`config.mk`:
```
export PLATFORM = sky130hd
export DESIGN_NAME = wake_clk_switch
export DESIGN_NICKNAME = d
export VERILOG_FILES = /design/src/rtl/wake_clk_pkg.sv /design/src/rtl/wake_clk_ctrl.sv /design/src/rtl/wake_clk_dp.sv /design/src/rtl/wake_clk_switch.sv
export SDC_FILE = /design/constraint.sdc
export NUM_CORES = 1
export LEC_CHECK = 0
export ABC_AREA = 1
export BUFFER_PORTS_ARGS = -buffer_cell sky130_fd_sc_hd__buf_4
export CORE_MARGIN = 10
export CORE_UTILIZATION = 25
export CTS_BUF_LIST = sky130_fd_sc_hd__clkbuf_8
export DETAILED_ROUTE_END_ITERATION = 6
export REMOVE_ABC_BUFFERS = 1
export SYNTH_ARGS = -nofsm -noshare
export SYNTH_HDL_FRONTEND = slang
export SYNTH_HIERARCHICAL = 1
export SYNTH_SLANG_ARGS = --single-unit
```
`constraint.sdc`:
```
create_clock -name clk -period 3.1 [get_ports clk]
set_clock_uncertainty 0.2 [all_clocks]
set_input_delay 0.62 -clock clk [delete_from_list [all_inputs] [get_ports clk]]
set_output_delay 0.62 -clock clk [all_outputs]
set_load 0.05 [all_outputs]
```
`src/rtl/wake_clk_pkg.sv`:
```
package wake_clk_pkg;
  typedef enum logic [1:0] {
    ST_XTAL = 2'd0,
    ST_STOP = 2'd1,
    ST_RING = 2'd2,
    ST_HOLD = 2'd3
  } wakeState_t;

  typedef struct packed {
    logic cntClr;
    logic cntRun;
    logic ringSet;
    logic ringClr;
  } dpStrobe_t;

  localparam logic [1:0] DIV_BY_ONE = 2'b10;
endpackage

```
`src/rtl/wake_clk_ctrl.sv`:
```
module wake_clk_ctrl
  import wake_clk_pkg::*;
(
  input  logic      clk,
  input  logic      rstN,
  input  logic      stopReq,
  input  logic      wakeEvt,
  input  logic      ringSelEn,
  input  logic      warmDone,
  output dpStrobe_t strobe,
  output logic      xtalOn,
  output logic      ringOn,
  output logic      clkSelXtal,
  output logic      cpuRun
);
  wakeState_t state, nextState;

  always_comb begin
    nextState = state;
    unique case (state)
      ST_XTAL: if (stopReq) nextState = ST_STOP;
      ST_STOP: if (wakeEvt) nextState = ringSelEn ? ST_RING : ST_HOLD;
      ST_RING,
      ST_HOLD: begin
        if (stopReq)       nextState = ST_STOP;
        else if (warmDone) nextState = ST_XTAL;
      end
      default: nextState = ST_XTAL;
    endcase
  end

  always_ff @(posedge clk or negedge rstN) begin
    if (!rstN) state <= ST_XTAL;
    else       state <= nextState;
  end

  always_comb begin
    strobe.cntClr  = (nextState == ST_STOP) && (state != ST_STOP);
    strobe.cntRun  = (state == ST_RING) || (state == ST_HOLD);
    strobe.ringSet = (state == ST_STOP) && wakeEvt && ringSelEn;
    strobe.ringClr = (state == ST_RING) && (stopReq || warmDone);
  end

  assign xtalOn     = (state != ST_STOP);
  assign ringOn     = (state == ST_RING);
  assign clkSelXtal = (state != ST_RING);
  assign cpuRun     = (state == ST_XTAL) || (state == ST_RING);
endmodule

```
`src/rtl/wake_clk_dp.sv`:
```
module wake_clk_dp
  import wake_clk_pkg::*;
#(
  parameter int         WARM_W    = 16,
  parameter logic [1:0] DIV_RESET = 2'b10
) (
  input  logic       clk,
  input  logic       rstN,
  input  dpStrobe_t  strobe,
  input  logic       xtalTick,
  input  logic       xtalOn,
  input  logic       divWrEn,
  input  logic [1:0] divWrData,
  output logic       warmDone,
  output logic       ringActive,
  output logic [1:0] divEff,
  output logic       wdtTick
);
  localparam logic [WARM_W-1:0] CNT_LAST = {WARM_W{1'b1}};

  logic [WARM_W-1:0] warmCnt;
  logic [1:0]        divReg;
  logic              cntStep;

  assign cntStep  = strobe.cntRun && xtalTick;
  assign warmDone = cntStep && (warmCnt == CNT_LAST);

  always_ff @(posedge clk or negedge rstN) begin
    if (!rstN)             warmCnt <= '0;
    else if (strobe.cntClr) warmCnt <= '0;
    else if (cntStep)       warmCnt <= warmCnt + 1'b1;
  end

  always_ff @(posedge clk or negedge rstN) begin
    if (!rstN)               ringActive <= 1'b0;
    else if (strobe.ringSet) ringActive <= 1'b1;
    else if (strobe.ringClr) ringActive <= 1'b0;
  end

  always_ff @(posedge clk or negedge rstN) begin
    if (!rstN)                        divReg <= DIV_RESET;
    else if (divWrEn && !ringActive)  divReg <= divWrData;
  end

  assign divEff  = ringActive ? DIV_BY_ONE : divReg;
  assign wdtTick = xtalOn && xtalTick;
endmodule

```
`src/rtl/wake_clk_switch.sv`:
```
module wake_clk_switch
  import wake_clk_pkg::*;
#(
  parameter int WARM_W = 16
) (
  input  logic       clk,
  input  logic       rstN,
  input  logic       xtalTick,
  input  logic       stopReq,
  input  logic       wakeEvt,
  input  logic       ringSelEn,
  input  logic       divWrEn,
  input  logic [1:0] divWrData,
  output logic       xtalOn,
  output logic       ringOn,
  output logic       clkSelXtal,
  output logic       cpuRun,
  output logic       ringActive,
  output logic [1:0] divEff,
  output logic       wdtTick
);
  dpStrobe_t strobe;
  logic      warmDone;

  wake_clk_ctrl u_ctrl (
    .clk        (clk),
    .rstN       (rstN),
    .stopReq    (stopReq),
    .wakeEvt    (wakeEvt),
    .ringSelEn  (ringSelEn),
    .warmDone   (warmDone),
    .strobe     (strobe),
    .xtalOn     (xtalOn),
    .ringOn     (ringOn),
    .clkSelXtal (clkSelXtal),
    .cpuRun     (cpuRun)
  );

  wake_clk_dp #(.WARM_W(WARM_W), .DIV_RESET(DIV_BY_ONE)) u_dp (
    .clk        (clk),
    .rstN       (rstN),
    .strobe     (strobe),
    .xtalTick   (xtalTick),
    .xtalOn     (xtalOn),
    .divWrEn    (divWrEn),
    .divWrData  (divWrData),
    .warmDone   (warmDone),
    .ringActive (ringActive),
    .divEff     (divEff),
    .wdtTick    (wdtTick)
  );
endmodule

```
==> results.json <==
{
  "synth_seq_cells": 21,
  "leakage_uw": 0.000705,
  "slew_headroom": 0.674,
  "postCtsSetupBuffers": 0,
  "setup_viol": 0,
  "synth_most_common_cell": "nand2_1",
  "critPathKind": "reg2out",
  "synthTopCellsByArea": "dfrtp_1, nand2_1, nor2_1",
  "clock-root-buffer": "clkbuf_8",
  "grt_pass1_vias": 963,
  "synth_flop_cell": "dfrtp_1",
  "p_per_area_nw_per_um2": 543,
  "synth_common_cells": "nand2_1, nor2_1, inv_1",
  "clock_sink_count": 21,
  "hp-class": "in2async",
  "status": "finished, final reports clean",
  "synthArstFlopShare": 1.00,
  "synth_area_sq_um": 1200,
  "r2r_slack_ps": 1290,
  "ir_worst_vdd_mv": 0.325,
  "clock_path_buffers": 2,
  "crit_fanout": 4,
  "tightestPinTransition_ps": 488,
  "area_growth_syn_to_layout_pct": 18.5,
  "grt-ovfl-total": 0,
  "vias": 1019,
  "crit_path_end": "divEff[1]",
  "cts_buffers": 3,
  "fp.dieH_um": 89.2,
  "die-area_sq_um": 7960,
  "hold_viol": 0,
  "drt_iter0_markers": 54,
  "synth.top_cell.area_share": 0.418,
  "cts_resized": 0,
  "nets": 195,
  "ys_warn_count": 6,
  "via_per_inst": 4.28,
  "endpoint_kind": "output port",
  "cp.arrival_ps": 1160,
  "ioPinCount": 17,
  "cts_tree": "done",
  "final-max-slew-violation-count": 0,
  "fin_crit_ps": 1980,
  "multi_input_area_sq_um": 566,
  "seq_area_sq_um": 527,
  "start_util": 0.255,
  "globalplace.congestion": 0.755,
  "ys_seq_area_frac": 0.440,
  "coreArea_sq_um": 4690,
  "r2r_end": "u_ctrl/state[0]$_DFF_PN0_",
  "num-fill-cells": 510,
  "cts_hold_buf": 0,
  "antenna_found_initial": 0,
  "wl_mm": 2.53,
  "diodes": 0,
  "grt_use_total": 0.0701,
  "grt_max_degree": 22,
  "rsz0062_at_grt": "false",
  "hpwl_mm": 2.02,
  "rows": 25,
  "synth-edff-count": 0,
  "first_pass_iters": 4,
  "yosys.cell_types.count": 25,
  "drc": 0,
  "max_freq_mhz": 505,
  "reg2reg_from": "u_dp/warmCnt[0]$_DFFE_PN0P_",
  "wire_per_inst_um": 10.6,
  "ant_nets": 0,
  "tns_ps": 0,
  "synth_top_area_cell": "dfrtp_1",
  "drive_above_1_share": 0.196,
  "die_width_um": 89.2,
  "reg2reg_depth": 12,
  "synth.avg_cell_area_sq_um": 7.21,
  "io_buffer_count": 16,
  "htreeDepth": 1,
  "final_util": 0.302,
  "crit_start": "u_dp/ringActive$_DFFE_PN0P_",
  "cp_data_required_time_ps": 2280,
  "clock_latency_ps": 260,
  "critPathLaunchType": "register",
  "drv_cap": 0,
  "period_share": 0.638,
  "path_clk_slew_ps": 80,
  "syn_inst": 166,
  "grt_pass1_wl_mm": 4.38
}
## state kept, by name, indices dropped and copies added, names as in the netlist
| name | count |
|---|---|
| u_dp/warmCnt | 16 |
| u_ctrl/state | 2 |
| u_dp/divReg | 2 |
| u_dp/ringActive | 1 |
## critical path, cell delays in order, from the launching register on
cell	delay, ps
dfrtp_1	410
or2_2	300
buf_4	190
## cells by family (layout without fill, tap and decap cells)
family | after synthesis | after routing | synth area share
DFF | 21 | 21 | 0.440
adders and majority gates | 1 | 1 | 0.0104
AOI/OAI and AO/OA | 15 | 15 | 0.0721
and+or+nand+nor | 102 | 102 | 0.380
muxes | 1 | 1 | 0.00940
buffers and inverters | 26 | 44 | 0.0878
## power by group
part	leakage (uW)	switching [uW]	internal (uW)
clock network	0.0000217	89.3	90.7
registers	0.000275	30.9	312
logic	0.000408	170	77.0
total	0.000705	290	480
## cell type report
type	instances	area share
inverter	24	0.0635
timing repair buffer	16	0.0847
clock buffer	3	0.0291
tap	54	0.0476
sequential	21	0.371
multi-input combinational	119	0.399
clock inverter	1	0.00529
## worst min-delay path by stage
| stage | start | slack [ps] | to | cells past startpoint |
|---|---|---|---|---|
| 3_5_place_dp | rstN | 320 | u_dp/warmCnt[4]$_DFFE_PN0P_ | 1 |
| 6_report | rstN | 30 | u_ctrl/state[1]$_DFF_PN0_ | 1 |
| 3_3_place_gp | u_dp/divReg[0]$_DFFE_PN0P_ | 300 | u_dp/divReg[0]$_DFFE_PN0P_ | 2 |
| 2_1_floorplan | rstN | 120 | u_ctrl/state[0]$_DFF_PN0_ | 0 |
| 4_1_cts | rstN | 30 | u_dp/warmCnt[4]$_DFFE_PN0P_ | 1 |
| 5_1_grt | rstN | 30 | u_dp/warmCnt[4]$_DFFE_PN0P_ | 1 |
## metal layers
layer,part of all wire,wire [um],track usage
met1,0.50,1260,0.0891
met2,0.45,1130,0.105
met3,0.046,117,0.0292
met4,0.0091,23,0.0217
met5,0,0,0
## per-stage QoR
step	total power, uW	hold slack [ps]	instances	instance area, sq um	setup slack (ps)
after detailed placement	601	320	234	1370	1170
final	770	28.4	238	1420	1120
after global routing	828	30.3	238	1420	1040
after CTS	786	30.9	238	1420	1100
after floorplan	522	124	164	1180	982
after global placement	598	298	234	1370	1210
## layout by cell type, fill, tap and decap left out, types with 2 or more instances in the layout
master,Yosys,routed
a21oi_1,9,9
buf_4,0,16
clkbuf_8,0,3
dfrtp_1,20,20
inv_1,22,22
inv_2,2,2
nand2_1,44,44
nand2_2,4,4
nand3_1,12,12
nand4_1,3,3
nor2_1,30,30
nor2_2,3,3
o21ai_0,2,2
o21bai_1,2,2
Power figures use the tool's default switching activity.
